[src/rtl/eclk_pkg.sv]
package eclk_pkg;
  // Phase strobes sent from the phase counter to the output registers.
  typedef struct packed {
    logic eRise;   // last E-low state: E goes high at the next edge
    logic eFall;   // last E-high state: E goes low at the next edge
    logic vmaArm;  // request-sampling state
  } phaseStrobes_t;
endpackage

[src/rtl/eclk_phase_ctrl.sv]
module eclk_phase_ctrl
  import eclk_pkg::*;
#(
  parameter int LOW_CYCLES    = 6,
  parameter int HIGH_CYCLES   = 4,
  parameter int VMA_ARM_STATE = 2
) (
  input  logic          clk,
  input  logic          clrN,
  output phaseStrobes_t strobes
);
  localparam int PERIOD = LOW_CYCLES + HIGH_CYCLES;
  localparam int CW     = $clog2(PERIOD);
  localparam logic [CW-1:0] LAST_STATE = CW'(PERIOD - 1);
  localparam logic [CW-1:0] RISE_STATE = CW'(LOW_CYCLES - 1);
  localparam logic [CW-1:0] ARM_STATE  = CW'(VMA_ARM_STATE);

  logic [CW-1:0] phaseQ;

  // The phase flops clear asynchronously, so E restarts with each bus cycle.
  always_ff @(posedge clk or negedge clrN) begin
    if (!clrN)                    phaseQ <= '0;
    else if (phaseQ == LAST_STATE) phaseQ <= '0;
    else                          phaseQ <= phaseQ + 1'b1;
  end

  always_comb begin
    strobes.eRise  = (phaseQ == RISE_STATE);
    strobes.eFall  = (phaseQ == LAST_STATE);
    strobes.vmaArm = (phaseQ == ARM_STATE);
  end
endmodule

[src/rtl/eclk_out_path.sv]
module eclk_out_path
  import eclk_pkg::*;
(
  input  logic          clk,
  input  logic          clrN,
  input  logic          vpaN,
  input  phaseStrobes_t strobes,
  output logic          eClk,
  output logic          vmaN
);
  always_ff @(posedge clk or negedge clrN) begin
    if (!clrN)              eClk <= 1'b0;
    else if (strobes.eRise) eClk <= 1'b1;
    else if (strobes.eFall) eClk <= 1'b0;
  end

  // VMA is armed once per period and released together with the fall of E.
  always_ff @(posedge clk or negedge clrN) begin
    if (!clrN)                         vmaN <= 1'b1;
    else if (strobes.eFall)            vmaN <= 1'b1;
    else if (strobes.vmaArm && !vpaN)  vmaN <= 1'b0;
  end
endmodule

[src/rtl/eclk_vma_gen.sv]
module eclk_vma_gen
  import eclk_pkg::*;
#(
  parameter int LOW_CYCLES    = 6,
  parameter int HIGH_CYCLES   = 4,
  parameter int VMA_ARM_STATE = 2
) (
  input  logic clk,
  input  logic rstN,
  input  logic asN,
  input  logic vpaN,
  output logic eClk,
  output logic vmaN
);
  logic          clrN;
  phaseStrobes_t strobes;

  assign clrN = rstN & ~asN;

  eclk_phase_ctrl #(
    .LOW_CYCLES   (LOW_CYCLES),
    .HIGH_CYCLES  (HIGH_CYCLES),
    .VMA_ARM_STATE(VMA_ARM_STATE)
  ) ctrl (
    .clk    (clk),
    .clrN   (clrN),
    .strobes(strobes)
  );

  eclk_out_path path (
    .clk    (clk),
    .clrN   (clrN),
    .vpaN   (vpaN),
    .strobes(strobes),
    .eClk   (eClk),
    .vmaN   (vmaN)
  );
endmodule

[config.mk]
export PLATFORM = sky130hd
export DESIGN_NAME = eclk_vma_gen
export DESIGN_NICKNAME = d
export VERILOG_FILES = /design/src/rtl/eclk_pkg.sv /design/src/rtl/eclk_phase_ctrl.sv /design/src/rtl/eclk_out_path.sv /design/src/rtl/eclk_vma_gen.sv
export SDC_FILE = /design/constraint.sdc
export NUM_CORES = 1
export LEC_CHECK = 0
export BUFFER_PORTS_ARGS = -buffer_cell sky130_fd_sc_hd__buf_2
export CELL_PAD_IN_SITES_DETAIL_PLACEMENT = 0
export CELL_PAD_IN_SITES_GLOBAL_PLACEMENT = 1
export CORE_AREA = 8 8 45 47
export DETAILED_ROUTE_END_ITERATION = 6
export DIE_AREA = 0 0 53 55
export GPL_ROUTABILITY_DRIVEN = 0
export PLACE_DENSITY = 0.51
export SLEW_MARGIN = 20
export SYNTH_ARGS = -nofsm -noshare
export SYNTH_HDL_FRONTEND = slang
export SYNTH_HIERARCHICAL = 1
export SYNTH_SLANG_ARGS = --single-unit
[constraint.sdc]
create_clock -name clk -period 2.9 [get_ports clk]
set_input_delay 0.58 -clock clk [delete_from_list [all_inputs] [get_ports clk]]
set_output_delay 0.58 -clock clk [all_outputs]
set_load 0.02 [all_outputs]
Word-level counts from Yosys, hierarchy flattened

Index checks and enable logic that the tools add are counted.

Add/subtract/negate cells: 1
Equal/unequal tests: 3
Muxes and demuxes: 5
Bitwise gates (word level): 2
Reductions and logical operators: 4

Operators with widths:

| operator            | count |
|---|---|
| $add 4x1->4 const B | 1 |
| $eq 4x2->1 const B  | 1 |
| $eq 4x3->1 const B  | 1 |
| $eq 4x4->1 const B  | 1 |
| $mux 1              | 4 |
| $mux 4              | 1 |
| $reduce_bool 2->1   | 2 |
| $and 1x1->1         | 1 |
| $logic_and 1x1->1   | 1 |
| $logic_not 1->1     | 1 |
| $not 1->1           | 1 |

Flip-flop bits (word level): 6
Input port bits: 4
Output and inout port bits: 2
Word-level logic and storage cells: 18

Longest topological paths before layout

Depth after elaboration: 4
Mapped depth: 5
Mapped depth without buffers: 5

Modules after synthesis

Netlist, hierarchy kept.

Modules (own cells, without submodules):

| module          | times used | cells an instance | area each (sq um) | sequential area each (sq um) |
|---|---|---|---|---|
| eclk_phase_ctrl | 1          | 19                | 185.2             | 100.1 |
| eclk_out_path   | 1          | 6                 | 76.3              | 51.3 |
| eclk_vma_gen    | 1          | 1                 | 13.8              | 0.0 |

Worst setup path before layout

Ideal clock, no wire load.

Kind: register to output
Start point: reg path.vmaN
End point: out vmaN
Data arrival time: 563 ps
Required time: 2320 ps
Setup slack: 1757 ps
Stages on the path, launching flop included: 1
Path buffers: 0
Cell sequence: dfstp_2

RTL lines:

| item                   | line                | text |
|---|---|---|
| start, declared        | eclk_out_path.sv:9  | `output logic vmaN` |
| start signal, assigned | eclk_out_path.sv:19 | `if (!clrN) vmaN <= 1'b1;` |
| start signal, assigned | eclk_out_path.sv:20 | `else if (strobes.eFall) vmaN <= 1'b1;` |
| start signal, assigned | eclk_out_path.sv:21 | `else if (strobes.vmaArm && !vpaN) vmaN <= 1'b0;` |
| end, declared          | eclk_vma_gen.sv:13  | `output logic vmaN` |

No word-level cell between the ends.

Worst setup path in the final report

Start point: reg path.vmaN
End point: out vmaN

No word-level cell between the ends.

==> run metrics <==
Int Power=~0.14 mW; multi-input gate area in the final layout=between 100 and 150 um2; Hold Vio Cnt, Final=0; status=finished, final reports clean; antenna-violating nets left=0; Register-to-Register Path Depth=4; Area Growth Syn to Fin=25.9%; cells along the critical path=buf_2; CP max-delay cell=dfstp_2; fin crit share=0.516; CP arrival=0.92 ns; CP endpoint=vmaN; Core Region=around 1400 um2; Worst Path Max Fanout=2; synthesized instance count=26; ANT cells=0; Crit path max-delay family=flip-flops; HPWL Detailed=around 440 um; post-synth top area share=0.455; Setup crit start kind=register; FF/Latch Area=approximately 150 um2; # H-tree levels=1; Max VDD drop=221 uV; most area-hungry cell type in the Yosys netlist=dfrtp_1; critical path endpoint category=primary output; fillcell total=roughly 150; Tot GR Track Use=0.0467; total number of vias=~200; Layout Nets=40; vias in the first global route=~230; synthesized area per cell=approximately 11 um2; DR iter-0 viols=0; initial antenna violation count=0; Via density=between 3 and 4; CTS Hold Bufs=0; min Tclk post-route=roughly 1.5 ns; worst flop-to-flop path endpoint=path/eClk; Pleak=approximately 0.17 nW; worst skew pair latency=0.24 ns; CTS root buffer=clkbuf_4; Die W=between 50 and 60 um; 1st-pass router iterations=1; Slew Limit Headroom=0.817; CP startpoint=path/vmaN; worst-margin pin slew=~0.27 ns; CP Depth=1; Worst Path Buf+Inv=1; Syn. warnings=6; final setup violation count=0; first-pass GRT wire length=slightly below 1000 um; CP max stage delay=roughly 0.52 ns; Die Span Y=roughly 55 um; Clock Skews=approximately 0.0096 ns; max cap viols=0; Post-Synthesis Net Count=30; Flop pwr share=0.487; unique cell type count in the Yosys netlist=14; Synth area leaders=dfrtp_1 (45%), dfstp_2 (9.5%), nand2b_1 (6.8%); clock sinks=6; sequential area share after synthesis=0.550; Cell Pwr Density=~510 nW/um2; Max Transition Viols Final=0; postcts setup bufs=0; Initial Util=0.199; full die area=between 2000 and 3000 um2; flops & latches, synth=6; number of core rows=14; register clock-pin slew on the reported worst setup and hold paths=about 0.05 ns; Comb pwr share=0.040; largest net degree at the start of global routing=7; WP data required=approximately 2.3 ns; Switching Share=0.199; Clk pwr share=0.473; deepest clock path buffer count=2; CTS Buf Count=3; Total Wirelength=approximately 540 um; WL per Instance=~11 um; setup_tns=0 ns; share of cells above drive strength 1=0.314; Sw Pwr=around 0.035 mW; most frequent cells in the layout=dfrtp_1 (5), buf_2 (5), clkbuf_4 (3), inv_1 (3), nand2b_1 (3); Setup CP Type=reg -> out; # resized after CTS=0; flop-to-flop setup slack=about 1.7 ns; Min-Delay Path Class=in -> async; worst r2r src=ctrl/phaseQ[2]; TritonCTS clock tree=done; fmax=between 600 and 700 MHz; DRC=0; gr ovfl total=0; RSZ-0062 raised after global routing=no; I/O pin cnt=6; PortBufs=5; Post-Syn Area=approximately 280 um2; final core utilization=0.250
-- kinds of logic (layout without fill, tap and decap cells) --
family / count (synthesis) / count (layout) / share of synthesized area
XOR/XNOR: 1 / 1 / 0.0318
AO/OA/AOI/OAI: 5 / 5 / 0.127
buffers and inverters: 3 / 12 / 0.0409
AND/OR/NAND/NOR: 11 / 11 / 0.250
flip-flops: 6 / 6 / 0.550
-- worst min-delay path by stage --
| stage | cells after the start | to | startpoint | slack [ns] |
|---|---|---|---|---|
| final | 2 | ctrl/phaseQ[1] | rstN | 0.27 |
| after global routing | 2 | ctrl/phaseQ[1] | rstN | 0.28 |
| after CTS | 2 | ctrl/phaseQ[2] | rstN | 0.28 |
| after detailed placement | 1 | path/eClk | path/eClk | 0.46 |
| after global placement | 1 | path/eClk | path/eClk | 0.46 |
| after floorplan | 1 | ctrl/phaseQ[0] | asN | 0.39 |
-- area by class of cell --
class,instances,area share
flip-flops and latches,6,0.437
inverters,3,0.0325
multi-input cells,17,0.325
well taps,16,0.0578
clock buffers,4,0.0758
repair buffers,5,0.0722
-- power by group through the flow --
| stage | Combinational [mW] | Clock, mW | Sequential, mW |
|---|---|---|---|
| 3_3_place_gp | 0.00699 | 0 | 0.0866 |
| 4_1_cts | 0.00726 | 0.0862 | 0.0854 |
| 5_1_grt | 0.00773 | 0.0929 | 0.0855 |
| 3_5_place_dp | 0.00724 | 0 | 0.0867 |
| 2_1_floorplan | 0.00259 | 0 | 0.0877 |
| 6_report | 0.00695 | 0.0831 | 0.0854 |
-- registers in the layout, summed over array words and instances, names as in the netlist --
signal / cells
ctrl/phaseQ: 4
path/eClk: 1
path/vmaN: 1
-- metal layers --
layer	track usage	up-vias	part of all wire
li1	-	103	-
met1	0.0492	95	0.44
met2	0.0723	3	0.48
met3	0.0187	0	0.078
met4	0.0388	0	0
met5	0	-	0
-- cell usage after synthesis --
library cell / number
nor2_1: 2
nor2b_4: 1
dfstp_2: 1
a21o_1: 2
nor2b_2: 1
nand2b_1: 3
o21ai_0: 2
nor3_1: 1
nor3b_1: 1
inv_1: 3
a221o_1: 1
nand2_1: 2
dfrtp_1: 5
xnor2_1: 1
-- metrics by stage --
| step | power (mW) | hold WS, ns | area [um2] | std cells | setup WS (ns) |
|---|---|---|---|---|---|
| 6_report | 0.175 | 0.272 | 347 | 51 | 1.40 |
| 3_3_place_gp | 0.0936 | 0.458 | 320 | 47 | 1.66 |
| 3_5_place_dp | 0.0939 | 0.465 | 320 | 47 | 1.65 |
| 5_1_grt | 0.186 | 0.282 | 347 | 51 | 1.36 |
| 2_1_floorplan | 0.0903 | 0.394 | 275 | 26 | 1.76 |
| 4_1_cts | 0.179 | 0.275 | 347 | 51 | 1.40 |
No activity file was read; power rests on OpenSTA's default activity.
